==> config.mk <==
export PLATFORM = sky130hd
export DESIGN_NAME = vid_stream_bridge
export DESIGN_NICKNAME = d
export VERILOG_FILES = /design/src/rtl/vsb_pkg.sv /design/src/rtl/vsb_comp_scale.sv /design/src/rtl/vsb_front.sv /design/src/rtl/vsb_pair.sv /design/src/rtl/vsb_fifo.sv /design/src/rtl/vid_stream_bridge.sv
export SDC_FILE = /design/constraint.sdc
export NUM_CORES = 1
export LEC_CHECK = 0
export BUFFER_PORTS_ARGS = -buffer_cell sky130_fd_sc_hd__buf_2
export CAP_MARGIN = 10
export CORE_MARGIN = 3
export CORE_UTILIZATION = 65
export CTS_CLUSTER_DIAMETER = 200
export CTS_CLUSTER_SIZE = 8
export DETAILED_ROUTE_END_ITERATION = 10
export PLACE_DENSITY = 0.83
export SYNTH_ARGS = -nofsm -noshare
export SYNTH_HDL_FRONTEND = slang
export SYNTH_SLANG_ARGS = --single-unit
==> constraint.sdc <==
create_clock -name clk -period 5.2 [get_ports clk]
set_input_delay 0.52 -clock clk [delete_from_list [all_inputs] [get_ports clk]]
set_output_delay 0.52 -clock clk [all_outputs]
set_load 0.01 [all_outputs]
==> src/rtl/vsb_pkg.sv <==
`timescale 1ns/1ps
package vsb_pkg;
  // Number of colour components per pixel slot.
  localparam int unsigned COMP_N = 3;

  // Width of one stream beat for a given packing and component width.
  function automatic int unsigned beat_width(input int unsigned ppb, input int unsigned comp_w);
    return ppb * COMP_N * comp_w;
  endfunction
endpackage

==> src/rtl/vsb_comp_scale.sv <==
`timescale 1ns/1ps
// MSB-aligned rescale of one colour component.
module vsb_comp_scale #(
  parameter int unsigned IN_W  = 8,
  parameter int unsigned OUT_W = 8
) (
  input  logic [IN_W-1:0]  in_c,
  output logic [OUT_W-1:0] out_c
);
  localparam int unsigned DIFF_W = (OUT_W > IN_W) ? (OUT_W - IN_W) : 1;

  generate
    if (OUT_W > IN_W) begin : g_widen
      assign out_c = {in_c, {DIFF_W{1'b0}}};
    end else if (OUT_W == IN_W) begin : g_same
      assign out_c = in_c;
    end else begin : g_narrow
      assign out_c = in_c[IN_W-1 -: OUT_W];
    end
  endgenerate
endmodule

==> src/rtl/vsb_front.sv <==
`timescale 1ns/1ps
// Captures active pixels, rescales them and tags frame start / line end.
// A pixel is emitted one cycle after capture so the line end is known.
module vsb_front
  import vsb_pkg::*;
#(
  parameter int unsigned IN_W  = 8,
  parameter int unsigned OUT_W = 8
) (
  input  logic                      clk,
  input  logic                      rst_n,
  input  logic                      in_de,
  input  logic                      in_vsync,
  input  logic [IN_W-1:0]           in_r,
  input  logic [IN_W-1:0]           in_g,
  input  logic [IN_W-1:0]           in_b,
  output logic                      px_vld,
  output logic [COMP_N*OUT_W-1:0]   px_data,
  output logic                      px_sof,
  output logic                      px_eol
);
  localparam int unsigned PW = COMP_N * OUT_W;

  logic [IN_W-1:0]  comp_in  [COMP_N];
  logic [OUT_W-1:0] comp_out [COMP_N];
  logic [PW-1:0]    scaled;

  assign comp_in[0] = in_r;
  assign comp_in[1] = in_g;
  assign comp_in[2] = in_b;

  generate
    for (genvar k = 0; k < COMP_N; k++) begin : g_comp
      vsb_comp_scale #(.IN_W(IN_W), .OUT_W(OUT_W)) u_scale (
        .in_c  (comp_in[k]),
        .out_c (comp_out[k])
      );
      // red in the top field, blue in the bottom one
      assign scaled[(COMP_N-1-k)*OUT_W +: OUT_W] = comp_out[k];
    end
  endgenerate

  logic          vs_q,       vs_d;
  logic          sof_pend_q, sof_pend_d;
  logic          hold_vld_q, hold_vld_d;
  logic          hold_sof_q, hold_sof_d;
  logic [PW-1:0] hold_pix_q;
  logic          vs_rise;

  assign vs_rise = in_vsync & ~vs_q;

  always_comb begin
    vs_d       = in_vsync;
    hold_vld_d = in_de;
    hold_sof_d = in_de & (sof_pend_q | vs_rise);
    sof_pend_d = sof_pend_q;
    if (in_de) begin
      sof_pend_d = 1'b0;
    end else if (vs_rise) begin
      sof_pend_d = 1'b1;
    end
  end

  always_ff @(posedge clk or negedge rst_n) begin
    if (!rst_n) begin
      vs_q       <= 1'b0;
      sof_pend_q <= 1'b0;
      hold_vld_q <= 1'b0;
      hold_sof_q <= 1'b0;
    end else begin
      vs_q       <= vs_d;
      sof_pend_q <= sof_pend_d;
      hold_vld_q <= hold_vld_d;
      hold_sof_q <= hold_sof_d;
    end
  end

  // data register: loaded only on active pixels, no reset needed
  always_ff @(posedge clk) begin
    if (in_de) begin
      hold_pix_q <= scaled;
    end
  end

  assign px_vld  = hold_vld_q;
  assign px_data = hold_pix_q;
  assign px_sof  = hold_sof_q;
  assign px_eol  = ~in_de;

  // a line-end pixel is always followed by a cycle with no pixel
  a_r4_eol_gap: assert property (@(posedge clk) disable iff (!rst_n)
    (px_vld && px_eol) |=> !px_vld);

  // a tagged pixel consumes the pending frame start
  a_r3_sof_consumed: assert property (@(posedge clk) disable iff (!rst_n)
    (px_vld && px_sof && !in_vsync) |=> !(px_vld && px_sof));
endmodule

==> src/rtl/vsb_pair.sv <==
`timescale 1ns/1ps
// Packs two consecutive pixels of a line into one beat; the earlier pixel
// goes in the low half. An unpaired last pixel is sent with a zero upper half.
module vsb_pair #(
  parameter int unsigned PW = 24
) (
  input  logic            clk,
  input  logic            rst_n,
  input  logic            px_vld,
  input  logic [PW-1:0]   px_data,
  input  logic            px_sof,
  input  logic            px_eol,
  output logic            beat_vld,
  output logic [2*PW-1:0] beat_data,
  output logic            beat_sof,
  output logic            beat_eol
);
  logic          lo_vld_q, lo_vld_d;
  logic          lo_sof_q, lo_sof_d;
  logic [PW-1:0] lo_pix_q;
  logic          lo_load;

  always_comb begin
    beat_vld  = 1'b0;
    beat_data = {px_data, lo_pix_q};
    beat_sof  = lo_sof_q;
    beat_eol  = px_eol;
    lo_vld_d  = lo_vld_q;
    lo_sof_d  = lo_sof_q;
    lo_load   = 1'b0;
    if (px_vld) begin
      if (lo_vld_q) begin
        beat_vld = 1'b1;
        lo_vld_d = 1'b0;
      end else if (px_eol) begin
        beat_vld  = 1'b1;
        beat_data = {{PW{1'b0}}, px_data};
        beat_sof  = px_sof;
        beat_eol  = 1'b1;
      end else begin
        lo_vld_d = 1'b1;
        lo_sof_d = px_sof;
        lo_load  = 1'b1;
      end
    end
  end

  always_ff @(posedge clk or negedge rst_n) begin
    if (!rst_n) begin
      lo_vld_q <= 1'b0;
      lo_sof_q <= 1'b0;
    end else begin
      lo_vld_q <= lo_vld_d;
      lo_sof_q <= lo_sof_d;
    end
  end

  always_ff @(posedge clk) begin
    if (lo_load) begin
      lo_pix_q <= px_data;
    end
  end

  // a line end never leaves half a pair behind
  a_r9_half_flush: assert property (@(posedge clk) disable iff (!rst_n)
    (px_vld && px_eol) |=> !lo_vld_q);

  // a beat built from a single pixel is a line end with zero upper half
  a_r9_odd_pad: assert property (@(posedge clk) disable iff (!rst_n)
    (beat_vld && !lo_vld_q) |-> (beat_eol && (beat_data[2*PW-1:PW] == '0)));
endmodule

==> src/rtl/vsb_fifo.sv <==
`timescale 1ns/1ps
// Elastic queue with drop-on-full and a sticky overflow flag.
module vsb_fifo #(
  parameter int unsigned W     = 26,
  parameter int unsigned DEPTH = 16
) (
  input  logic         clk,
  input  logic         rst_n,
  input  logic         push,
  input  logic [W-1:0] din,
  input  logic         pop,
  output logic [W-1:0] dout,
  output logic         empty,
  output logic         ovf
);
  localparam int unsigned AW = $clog2(DEPTH);

  logic [W-1:0] mem [DEPTH];
  logic [AW:0]  wr_q, wr_d;
  logic [AW:0]  rd_q, rd_d;
  logic         ovf_q, ovf_d;
  logic         full;
  logic         push_ok;
  logic         pop_ok;

  assign empty   = (wr_q == rd_q);
  assign full    = (wr_q[AW] != rd_q[AW]) && (wr_q[AW-1:0] == rd_q[AW-1:0]);
  assign push_ok = push & ~full;
  assign pop_ok  = pop & ~empty;

  always_comb begin
    wr_d  = wr_q + {{AW{1'b0}}, push_ok};
    rd_d  = rd_q + {{AW{1'b0}}, pop_ok};
    ovf_d = ovf_q | (push & full);
  end

  always_ff @(posedge clk or negedge rst_n) begin
    if (!rst_n) begin
      wr_q  <= '0;
      rd_q  <= '0;
      ovf_q <= 1'b0;
    end else begin
      wr_q  <= wr_d;
      rd_q  <= rd_d;
      ovf_q <= ovf_d;
    end
  end

  always_ff @(posedge clk) begin
    if (push_ok) begin
      mem[wr_q[AW-1:0]] <= din;
    end
  end

  assign dout = mem[rd_q[AW-1:0]];
  assign ovf  = ovf_q;

  // an offered beat that is not taken stays offered and unchanged
  a_r1_hold: assert property (@(posedge clk) disable iff (!rst_n)
    (!empty && !pop) |=> (!empty && $stable(dout)));

  // overflow never clears outside reset
  a_r10_sticky: assert property (@(posedge clk) disable iff (!rst_n)
    ovf_q |=> ovf_q);

  // a push into a full queue raises the flag
  a_r10_drop: assert property (@(posedge clk) disable iff (!rst_n)
    (push && full) |=> ovf_q);

  // occupancy never exceeds the depth
  a_r10_bound: assert property (@(posedge clk) disable iff (!rst_n)
    ((wr_q - rd_q) <= (AW+1)'(DEPTH)));
endmodule

==> src/rtl/vid_stream_bridge.sv <==
`timescale 1ns/1ps
module vid_stream_bridge
  import vsb_pkg::*;
#(
  parameter int unsigned IN_W         = 8,
  parameter int unsigned OUT_W        = 8,
  parameter int unsigned PIX_PER_BEAT = 1,
  parameter int unsigned FIFO_DEPTH   = 16
) (
  input  logic                                  clk,
  input  logic                                  rst_n,
  input  logic                                  aclken,
  input  logic                                  in_de,
  input  logic                                  in_vsync,
  input  logic [IN_W-1:0]                       in_r,
  input  logic [IN_W-1:0]                       in_g,
  input  logic [IN_W-1:0]                       in_b,
  input  logic                                  m_tready,
  output logic                                  m_tvalid,
  output logic [PIX_PER_BEAT*COMP_N*OUT_W-1:0]  m_tdata,
  output logic                                  m_tuser,
  output logic                                  m_tlast,
  output logic                                  overflow
);
  localparam int unsigned PW      = COMP_N * OUT_W;
  localparam int unsigned TDATA_W = beat_width(PIX_PER_BEAT, OUT_W);
  localparam int unsigned ENTRY_W = TDATA_W + 2;

  // asynchronous assert, synchronous release
  logic [1:0] rst_pipe_q;
  logic       rst_n_s;

  always_ff @(posedge clk or negedge rst_n) begin
    if (!rst_n) begin
      rst_pipe_q <= 2'b00;
    end else begin
      rst_pipe_q <= {rst_pipe_q[0], 1'b1};
    end
  end
  assign rst_n_s = rst_pipe_q[1];

  logic          px_vld;
  logic [PW-1:0] px_data;
  logic          px_sof;
  logic          px_eol;

  vsb_front #(.IN_W(IN_W), .OUT_W(OUT_W)) u_front (
    .clk      (clk),
    .rst_n    (rst_n_s),
    .in_de    (in_de),
    .in_vsync (in_vsync),
    .in_r     (in_r),
    .in_g     (in_g),
    .in_b     (in_b),
    .px_vld   (px_vld),
    .px_data  (px_data),
    .px_sof   (px_sof),
    .px_eol   (px_eol)
  );

  logic               beat_vld;
  logic [TDATA_W-1:0] beat_data;
  logic               beat_sof;
  logic               beat_eol;

  generate
    if (PIX_PER_BEAT == 2) begin : g_pair
      vsb_pair #(.PW(PW)) u_pair (
        .clk       (clk),
        .rst_n     (rst_n_s),
        .px_vld    (px_vld),
        .px_data   (px_data),
        .px_sof    (px_sof),
        .px_eol    (px_eol),
        .beat_vld  (beat_vld),
        .beat_data (beat_data),
        .beat_sof  (beat_sof),
        .beat_eol  (beat_eol)
      );
    end else begin : g_single
      assign beat_vld  = px_vld;
      assign beat_data = px_data;
      assign beat_sof  = px_sof;
      assign beat_eol  = px_eol;
    end
  endgenerate

  logic [ENTRY_W-1:0] q_out;
  logic               q_empty;
  logic               pop;

  assign pop = m_tvalid & m_tready & aclken;

  vsb_fifo #(.W(ENTRY_W), .DEPTH(FIFO_DEPTH)) u_fifo (
    .clk   (clk),
    .rst_n (rst_n_s),
    .push  (beat_vld),
    .din   ({beat_sof, beat_eol, beat_data}),
    .pop   (pop),
    .dout  (q_out),
    .empty (q_empty),
    .ovf   (overflow)
  );

  assign m_tvalid = ~q_empty;
  assign m_tuser  = q_out[ENTRY_W-1];
  assign m_tlast  = q_out[ENTRY_W-2];
  assign m_tdata  = q_out[TDATA_W-1:0];

  // without aclken the offered beat is not consumed
  a_r1_enable_gate: assert property (@(posedge clk) disable iff (!rst_n_s)
    (m_tvalid && !aclken && !beat_vld) |=> (m_tvalid && $stable(m_tdata)));
endmodule

## Word-level counts from Yosys, hierarchy flattened

Memories as Yosys holds them, arrays and structs flattened.
Index checks and enable logic that the tools add are counted.

| operators by class | value |
|---|---|
| $add $sub $neg | 2 |
| muxes and demuxes | 4 |
| equality and inequality tests | 3 |
| bitwise operators | 13 |
| reduce and logical (&&, ||, !) cells | 2 |

Operators by type and width:

| cell | count |
|---|---|
| $add A5 B1 Y5 | 2 |
| $and A1 B1 Y1 | 7 |
| $eq A5 B5 Y1 | 1 |
| $eq A4 B4 Y1 | 1 |
| $mux W1 | 4 |
| $not A1 Y1 | 4 |
| $or A1 B1 Y1 | 2 |
| $reduce_bool A2 Y1 | 1 |
| $logic_and A1 B1 Y1 | 1 |
| $ne A1 B1 Y1 | 1 |

| storage, ports and cells | value |
|---|---|
| register bits | 41 |
| output and inout port bits | 28 |
| memories | 1 |
| RAM bits | 416 |

Memory list:

| name | words | bits a word | read ports | clocked after memory_dff | wr ports | line | RTL |
|---|---|---|---|---|---|---|---|
| u_fifo.mem | 16 | 26 | 1 | 0 | 1 | vsb_fifo.sv:18 | `logic [W-1:0] mem [DEPTH];` |

## Longest topological paths before layout

Gate-level depths: netlist of the first run.

| depth | value |
|---|---|
| word-level depth | 6 |
| mapped depth | 11 |
| gate-level depth less buffers | 8 |

## By module

A second synthesis of the first run with hierarchy kept.

| unflattened totals | value |
|---|---|
| cells, all modules | 822 |
| area total of the unflattened synthesis | 17581.9 µm² |

By module, submodules not included:

| module | times used | cells an instance | area each (µm²) | seq. area each (µm²) |
|---|---|---|---|---|
| vsb_fifo | 1 | 761 | 16482.1 | 12767.2 |
| vsb_front | 1 | 32 | 853.3 | 820.8 |
| vsb_comp_scale | 3 | 8 | 60.1 | 0.0 |
| vid_stream_bridge | 1 | 5 | 66.3 | 50.0 |

## Worst setup path after synthesis of the first run

OpenSTA, ideal clock, no wires.

| path | value |
|---|---|
| path type | register to register |
| start point | reg u_fifo.rd_q[0] |
| end point | mem u_fifo.mem[4][0] (enable) |
| library setup time | 485 ps |
| arrival time | 3777 ps |
| cell stages (with the launch flop) | 7 |
| path slack | 939 ps |
| period minus slack after synthesis | 4261 ps |
| cell sequence | dfrtp_1 buf_6 buf_8 xnor2_1 nand4_1 o21ai_2 nor4b_1 |

| on the way | value |
|---|---|
| cells in the longest elaborated chain, start to end | 6 |

RTL lines:

| item | line | RTL |
|---|---|---|
| start: declaration | vsb_fifo.sv:20 | `logic [AW:0] rd_q, rd_d;` |
| start signal: assignment | vsb_fifo.sv:44 | `rd_q <= rd_d;` |
| $eq A4 B4 Y1 | vsb_fifo.sv:27 | `assign full = (wr_q[AW] != rd_q[AW]) && (wr_q[AW-1:0] == rd_q[AW-1:0]);` |
| $logic_and A1 B1 Y1 | vsb_fifo.sv:27 |  |
| $not A1 Y1 | vsb_fifo.sv:28 | `assign push_ok = push & ~full;` |
| $and A1 B1 Y1 | vsb_fifo.sv:28 |  |
| $mux W1 | vsb_fifo.sv:50 | `if (push_ok) begin` |
| $mux W1 (not written as such) | vsb_fifo.sv:51 | `mem[wr_q[AW-1:0]] <= din;` |
| end: declaration | vsb_fifo.sv:18 |  |

No other way between the ends.

## Worst setup path in the final report of the first run

| path | value |
|---|---|
| start point | reg u_fifo.rd_q[2] |
| end point | out m_tdata[3] |

| on the way | value |
|---|---|
| cells in the longest elaborated chain, start to end | 1 |

RTL lines:

| item | line | RTL |
|---|---|---|
| $mem_v2 Z16 W26 | -- |  |
| end: declaration | vid_stream_bridge.sv:20 | `output logic [PIX_PER_BEAT*COMP_N*OUT_W-1:0] m_tdata,` |

No other way between the ends.

==> results of run 1 <==
-- logic make-up (layout without fill, tap and decap cells) --
family                   count (synthesis)  after routing  share of synthesized area [%]
multiplexers                           156            156                           14.5
AND/OR/NAND/NOR                         35             35                           1.17
flip-flops                             457            457                           78.0
XOR/XNOR                                11             11                          0.551
adder cells (fa/ha/maj)                  4              4                          0.286
other                                    1              1                         0.0214
buffers and inverters                   48            178                           1.63
AO/OA/AOI/OAI                           81             81                           3.86
-- worst max-delay path, delay by kind of cell (launching register included) --
| kind | cells | cell delay, ns |
|---|---|---|
| AND/OR/NAND/NOR | 1 | 0.98 |
| AO/OA/AOI/OAI | 3 | 0.75 |
| flip-flops | 1 | 0.68 |
| buffers and inverters | 2 | 0.61 |
-- worst max-delay path by stage --
stage,startpoint,endpoint,slack (ns),cells after the start
after floorplan,u_fifo.rd_q[0],u_fifo.mem[4][0],0.94,6
after global placement,u_fifo.rd_q[2],m_tdata[0],1.74,6
after detailed placement,u_fifo.rd_q[2],m_tdata[3],1.66,6
after CTS,u_fifo.rd_q[2],m_tdata[3],1.00,6
after global routing,u_fifo.rd_q[2],m_tdata[3],0.92,6
final,u_fifo.rd_q[2],m_tdata[3],1.09,6
-- cell type report --
class,count,area (µm²)
tap,335,419
fill,1312,6180
multi-input combinational,288,3670
timing repair buffer,84,523
clock inverter,3,26.3
sequential,457,13600
inverter,5,18.8
clock buffer,86,1790
-- what timing repair did --
item | CTS | global route
resized for setup | 0 | 0
hold endpoints to repair | 2 | 0
hold buffers | 1 | 0
-- cells in the final DEF, fill, tap and decap left out, types with 2 or more instances in the layout --
cell type and instances:
sky130_fd_sc_hd__nor3_2 8, sky130_fd_sc_hd__clkbuf_1 17, sky130_fd_sc_hd__dfrtp_1 14, sky130_fd_sc_hd__edfxtp_1 440, sky130_fd_sc_hd__xor2_1 2, sky130_fd_sc_hd__a22oi_2 20
sky130_fd_sc_hd__buf_4 24, sky130_fd_sc_hd__xnor2_1 9, sky130_fd_sc_hd__nand3_1 3, sky130_fd_sc_hd__nor4b_2 4, sky130_fd_sc_hd__dfrtp_4 2, sky130_fd_sc_hd__mux2i_1 78
sky130_fd_sc_hd__mux4_2 78, sky130_fd_sc_hd__o21ai_1 26, sky130_fd_sc_hd__nor4_2 3, sky130_fd_sc_hd__inv_6 2, sky130_fd_sc_hd__buf_2 57, sky130_fd_sc_hd__clkbuf_16 69
sky130_fd_sc_hd__a32oi_1 26, sky130_fd_sc_hd__nor2_1 3, sky130_fd_sc_hd__inv_1 4, sky130_fd_sc_hd__nand2_1 3, sky130_fd_sc_hd__ha_1 4, sky130_fd_sc_hd__a22oi_1 6
sky130_fd_sc_hd__nand2b_1 3
-- registers in the layout, indices dropped and copies added (netlist names) --
register	cells
u_fifo.wr_q	5
u_fifo.mem	416
u_fifo.rd_q	5
u_front.px_sof	1
u_fifo.ovf	1
u_front.sof_pend_q	1
u_front.px_data	24
u_front.vs_q	1
rst_pipe_q	2
u_front.px_vld	1
-- metrics by stage --
step / instance area, µm² / total power, W / util, %
after floorplan: 17500 / 0.00695 / -
after global placement: 18200 / 0.00769 / 69.4
after detailed placement: 18200 / 0.00784 / 69.4
after CTS: 20100 / 0.0117 / 76.4
after global routing: 20100 / 0.0121 / 76.5
final: 20100 / 0.0116 / 76.5
-- power breakdown --
group          internal (W)  switching (W)  leakage (nW)  total (W)
Combinational       0.00133        0.00176          1.59    0.00310
Sequential          0.00448       0.000281          4.20    0.00476
Clock               0.00237        0.00142         0.884    0.00379
Total               0.00818        0.00347          6.67     0.0116
-- per-layer routing --
| layer | vias up | GRT usage, % | routed length, µm |
|---|---|---|---|
| met5 | - | 0 | 0 |
| met4 | 0 | 10.9 | 1150 |
| met3 | 98 | 4.58 | 2910 |
| met2 | 507 | 44.5 | 19300 |
| met1 | 4530 | 35.4 | 13900 |
| li1 | 3544 | - | - |
==> flow_metrics.tcl, run 1 <==
set metrics [dict create \
    holdWs_ns 0.115 \
    cts_bufs_inserted 67 \
    r2r-start "u_fifo.wr_q[3]" \
    timing.final.crit_share_pct 78.9 \
    dp_worst_setup_slack_ns 1.66 \
    hp-start "in_vsync" \
    number_of_nets_in_the_final_layout 937 \
    synthesis.instances 793 \
    synth.distinct_cells 37 \
    min-delay-path-class "input pin to register" \
    vias 8679 \
    worst_hold_path.endpoint "u_front.vs_q" \
    outcome "finished, final reports clean" \
    critical_path_data_arrival_time_ns 3.59 \
    core_area_mm2 0.0263 \
    ff2ff_path_depth 5 \
    post_layout_nonfiller_instances 1258 \
    drt_first_iter_violations 964 \
    number_of_nets_produced_by_synthesis 827 \
    synth_area_leaders "sky130_fd_sc_hd__edfxtp_1, sky130_fd_sc_hd__mux4_2, sky130_fd_sc_hd__mux2i_1" \
    clk-insertion-delay-late_ns 0.55 \
    area_of_the_die_mm2 0.0289 \
    rrSetupSlack_ns 1.66 \
    critical_path.reg2reg.endpoint "u_fifo.mem[1][12]" \
    cts_htree_levels 3 \
    power_per_cell_area_mw_per_mm2 580 \
    layout-area-overhead-vs-synth_pct 14.9 \
    antenna_violations_before_repair 0 \
    drive_above_1_share_pct 30.0 \
    detail_route.wirelength_um 37200 \
    drv_cap 0 \
    height_of_the_die_um 170 \
    asyncSetResetFlopFracSynth_pct 3.72 \
    drt_pre_antenna_iters 5 \
    startpoint_type "register" \
    io_pins 58 \
    timing_max_transition_violations_final 0 \
    crit_fanout 50 \
    postCtsSetupRepairBufs 0 \
    clock_sinks 457 \
    routedWlPerCell_um 29.6 \
    yosysMostFrequentCell "sky130_fd_sc_hd__edfxtp_1" \
    library_cell_contributing_the_largest_single_delay_on_the_critical_path "sky130_fd_sc_hd__nor2b_4" \
    max-clock-path-buffers 3 \
    synth_commonest_cells "sky130_fd_sc_hd__edfxtp_1, sky130_fd_sc_hd__mux2i_1, sky130_fd_sc_hd__mux4_2" \
    ant_nets 0 \
    core.rowCount 59 \
    drc 0 \
    number_of_global_route_vias_before_repair 9156 \
    yosysTopAreaCell "sky130_fd_sc_hd__edfxtp_1" \
    netlist_area_mm2 0.0175 \
    fin_worst_skew_ns 0.0267 \
    postSynthRegisterBits 457 \
    dp_hpwl_um 18500 \
    critPathKind "register to primary output" \
    setup_violations 0 \
    synth.avg_cell_area_um2 22.1 \
    clock.fmax_mhz 244 \
    postLayoutSetupSlackWorst_ns 1.09 \
    clkTransAtPathRegs_ns 0.05 \
    period_minus_slack_ns 4.11 \
    grt_util_all_layers_pct 26.5 \
    seq_area_frac_synth_pct 78.0 \
    max-slew-margin-rel_pct 10.8 \
    wire_length_of_the_first_global_routing_pass_um 55600 \
    diodes 0 \
    critical_path_required_ns 4.68 \
    critical_path_sink_type "primary output" \
    placed_instances 1167 \
    clock_tree_from_tritoncts "done" \
    grt_overflow 0 \
    cts.root.buffer_cell "sky130_fd_sc_hd__clkbuf_16" \
    hold_depth 1 \
    start_util_pct 66.5 \
    max_stage_delay_ns 0.98 \
    worst-slew-pin-transition_ns 1.33 \
    maximum_number_of_pins_on_one_net_before_global_route_repair 132 \
    yosys.area.top_type_share_pct 75.5 \
    via_per_inst 6.90 \
    timing_hold_violations_final 0 \
    leakage_nw 6.67 \
    power.ir.vdd_worst_v 0.000546 \
    buffer_ports.inserted 57 \
    synth-warning-count 0 \
    synthFlopType "sky130_fd_sc_hd__edfxtp_1" \
    gp_congestion 0.736 \
    fp.dieW_um 170 \
    cp_cell_sequence "buf_4 -> nor2b_4 -> a22oi_1 -> a32oi_1 -> o21ai_1 -> buf_2" \
    tns_ns 0 \
    grt_setup_unrepaired "no" \
    number_of_enable_flip_flop_cells_after_synthesis 440 \
]
(Power assumes the default switching activity.)
==> inputs of run 2 (changes only) <==
- CORE_UTILIZATION: 65 -> 55
- PLACE_DENSITY: 0.83 -> 0.75
- clock period: 5.2 -> 3.6 ns (I/O delays scaled with it)
==> run 2 against run 1 <==
Critical path depth did not move. First-iteration DRC count shrank 14%. Flip-flop and latch count did not move. Final cell count rose by 6.8%. Final area grew 1.7%. Power up 43%. Register-to-register slack worse by 0.83 ns. Critical endpoint is now m_tdata[19].
==> flow_metrics.tcl, run 2 (synthesis results as in run 1) <==
set metrics [dict create \
    setup_violations 0 \
    crit_fanout 20 \
    clock_sinks 457 \
    clkTransAtPathRegs_ns 0.05 \
    diodes 0 \
    fin_worst_skew_ns 0.0205 \
    min-delay-path-class "input pin to register" \
    antenna_violations_before_repair 0 \
    most-common-layout-cells "sky130_fd_sc_hd__edfxtp_1, sky130_fd_sc_hd__mux4_2, sky130_fd_sc_hd__mux2i_1" \
    cts.root.buffer_cell "sky130_fd_sc_hd__clkbuf_16" \
    postCtsSetupRepairBufs 0 \
    layout_commonest_cell "sky130_fd_sc_hd__edfxtp_1" \
    drv_cap 0 \
    ant_nets 0 \
    worst-slew-pin-transition_ns 1.08 \
    power_per_cell_area_mw_per_mm2 817 \
    gp_congestion 0.724 \
    outcome "finished, final reports clean" \
    fillerInstances 1943 \
    placed_instances 1235 \
    max_ffs_per_register 416 \
    buffer_ports.inserted 57 \
    period_minus_slack_ns 3.19 \
    clock.fmax_mhz 314 \
    maximum_number_of_pins_on_one_net_before_global_route_repair 70 \
    cts_bufs_inserted 67 \
    core.rowCount 64 \
    drt_first_iter_violations 827 \
    via_per_inst 6.21 \
    number_of_nets_in_the_final_layout 966 \
    postCtsResizedCells 0 \
    startpoint_type "register" \
    grt_overflow 0 \
    critical_path_sink_type "primary output" \
    power.ir.vdd_worst_v 0.000491 \
    layout-area-overhead-vs-synth_pct 16.9 \
    max-clock-path-buffers 3 \
    routedWlPerCell_um 25.6 \
    timing.final.crit_share_pct 88.5 \
    io_pins 58 \
    drt_pre_antenna_iters 5 \
    max-slew-margin-rel_pct 28.2 \
    fp.dieW_um 184 \
    timing_hold_violations_final 0 \
    wire_length_of_the_first_global_routing_pass_um 53400 \
    area_of_the_die_mm2 0.0340 \
    critical_path_required_ns 3.24 \
    drc 0 \
    clock_tree_from_tritoncts "done" \
    height_of_the_die_um 184 \
    clk-insertion-delay-late_ns 0.55 \
    timing_max_transition_violations_final 0 \
    start_util_pct 56.4 \
    drive_above_1_share_pct 30.2 \
    vias 8343 \
    core_area_mm2 0.0310 \
    dp_hpwl_um 18600 \
    cts_htree_levels 3 \
    number_of_global_route_vias_before_repair 8911 \
    critPathKind "register to primary output" \
    grt_util_all_layers_pct 21.2 \
    detail_route.wirelength_um 34400 \
    report.power.total_w 0.0167 \
    post_layout_nonfiller_instances 1344 \
    grt_setup_unrepaired "no" \
    critical_path_data_arrival_time_ns 2.83 \
    leakage_nw 6.80 \
]
run 2: cell count changes in the layout (fill, tap and decap cells not counted):
cell,delta
sky130_fd_sc_hd__and2_2,+1
sky130_fd_sc_hd__buf_4,+6
sky130_fd_sc_hd__nor2_4,-1
sky130_fd_sc_hd__dlygate4sd3_1,+23
sky130_fd_sc_hd__clkbuf_1,-6
sky130_fd_sc_hd__and2_1,-1
sky130_fd_sc_hd__nor2_2,+1
sky130_fd_sc_hd__buf_16,-1
sky130_fd_sc_hd__clkinv_8,+3
sky130_fd_sc_hd__clkbuf_16,-1
sky130_fd_sc_hd__buf_12,+1
run 2: metrics by stage:
step                      utilization [%]  setup slack (ns)  TNS (ns)  hold slack [ns]  instance area, µm²
after global routing                 66.0             0.308         0          0.00422               20400
after global placement               59.3             0.951         0            0.146               18400
after CTS                            66.0             0.330         0         0.000339               20400
final                                66.0             0.413         0           0.0149               20400
after detailed placement             59.3             0.849         0            0.152               18400
after floorplan                         -            -0.661   -101.04           0.0644               17500
run 2: cell type report:
class | count | area [µm²] | area share [%]
flip-flops and latches | 457 | 13600 | 66.8
clock buffers | 79 | 1740 | 8.53
repair buffers | 113 | 791 | 3.87
clock inverters | 6 | 75.1 | 0.367
inverters | 5 | 18.8 | 0.0918
well taps | 396 | 495 | 2.42
multi-input cells | 288 | 3670 | 18.0
run 2: power by group:
part | leakage (nW) | total (W) | internal (W) | switching [W]
Combinational | 1.72 | 0.00448 | 0.00194 | 0.00253
Clock | 0.885 | 0.00542 | 0.00337 | 0.00205
Sequential | 4.20 | 0.00680 | 0.00647 | 0.000332
Total | 6.80 | 0.0167 | 0.0118 | 0.00491
run 2: worst paths after layout:
check	from	slack (ns)	end	cells after the start
worst max-delay path	u_fifo.rd_q[2]	0.41	m_tdata[19]	6
worst min-delay path	in_b[2]	0.01	u_front.px_data[2]	1
worst max register to register	u_fifo.wr_q[3]	0.83	u_fifo.mem[2][6]	5
worst min register to register	rst_pipe_q[1]	0.24	u_fifo.rd_q[0]	0
max in group asynchronous	rst_pipe_q[1]	2.90	u_fifo.rd_q[2]	0
min in group asynchronous	rst_n	0.15	rst_pipe_q[1]	2
run 2: metal layers:
layer | global-route usage, % | vias to the layer above | routed length [µm]
met2 | 34.6 | 288 | 17300
li1 | - | 3599 | -
met5 | 0 | - | 0
met1 | 29.4 | 4394 | 14400
met4 | 7.20 | 0 | 753
met3 | 4.01 | 62 | 2000
run 2: what timing repair did:
item                       4_1_cts  5_1_grt
hold endpoints to repair        25        0
hold buffers                    24        0
setup endpoints to repair        0        0
run 2: worst max-delay path, cell delays in order, from the launching register on:
cell                      delay, ns
sky130_fd_sc_hd__dfrtp_4       0.56
sky130_fd_sc_hd__nor2b_4       0.65
sky130_fd_sc_hd__buf_4         0.31
sky130_fd_sc_hd__a22oi_2       0.11
sky130_fd_sc_hd__a32oi_1       0.26
sky130_fd_sc_hd__o21ai_1       0.17
sky130_fd_sc_hd__buf_2         0.21
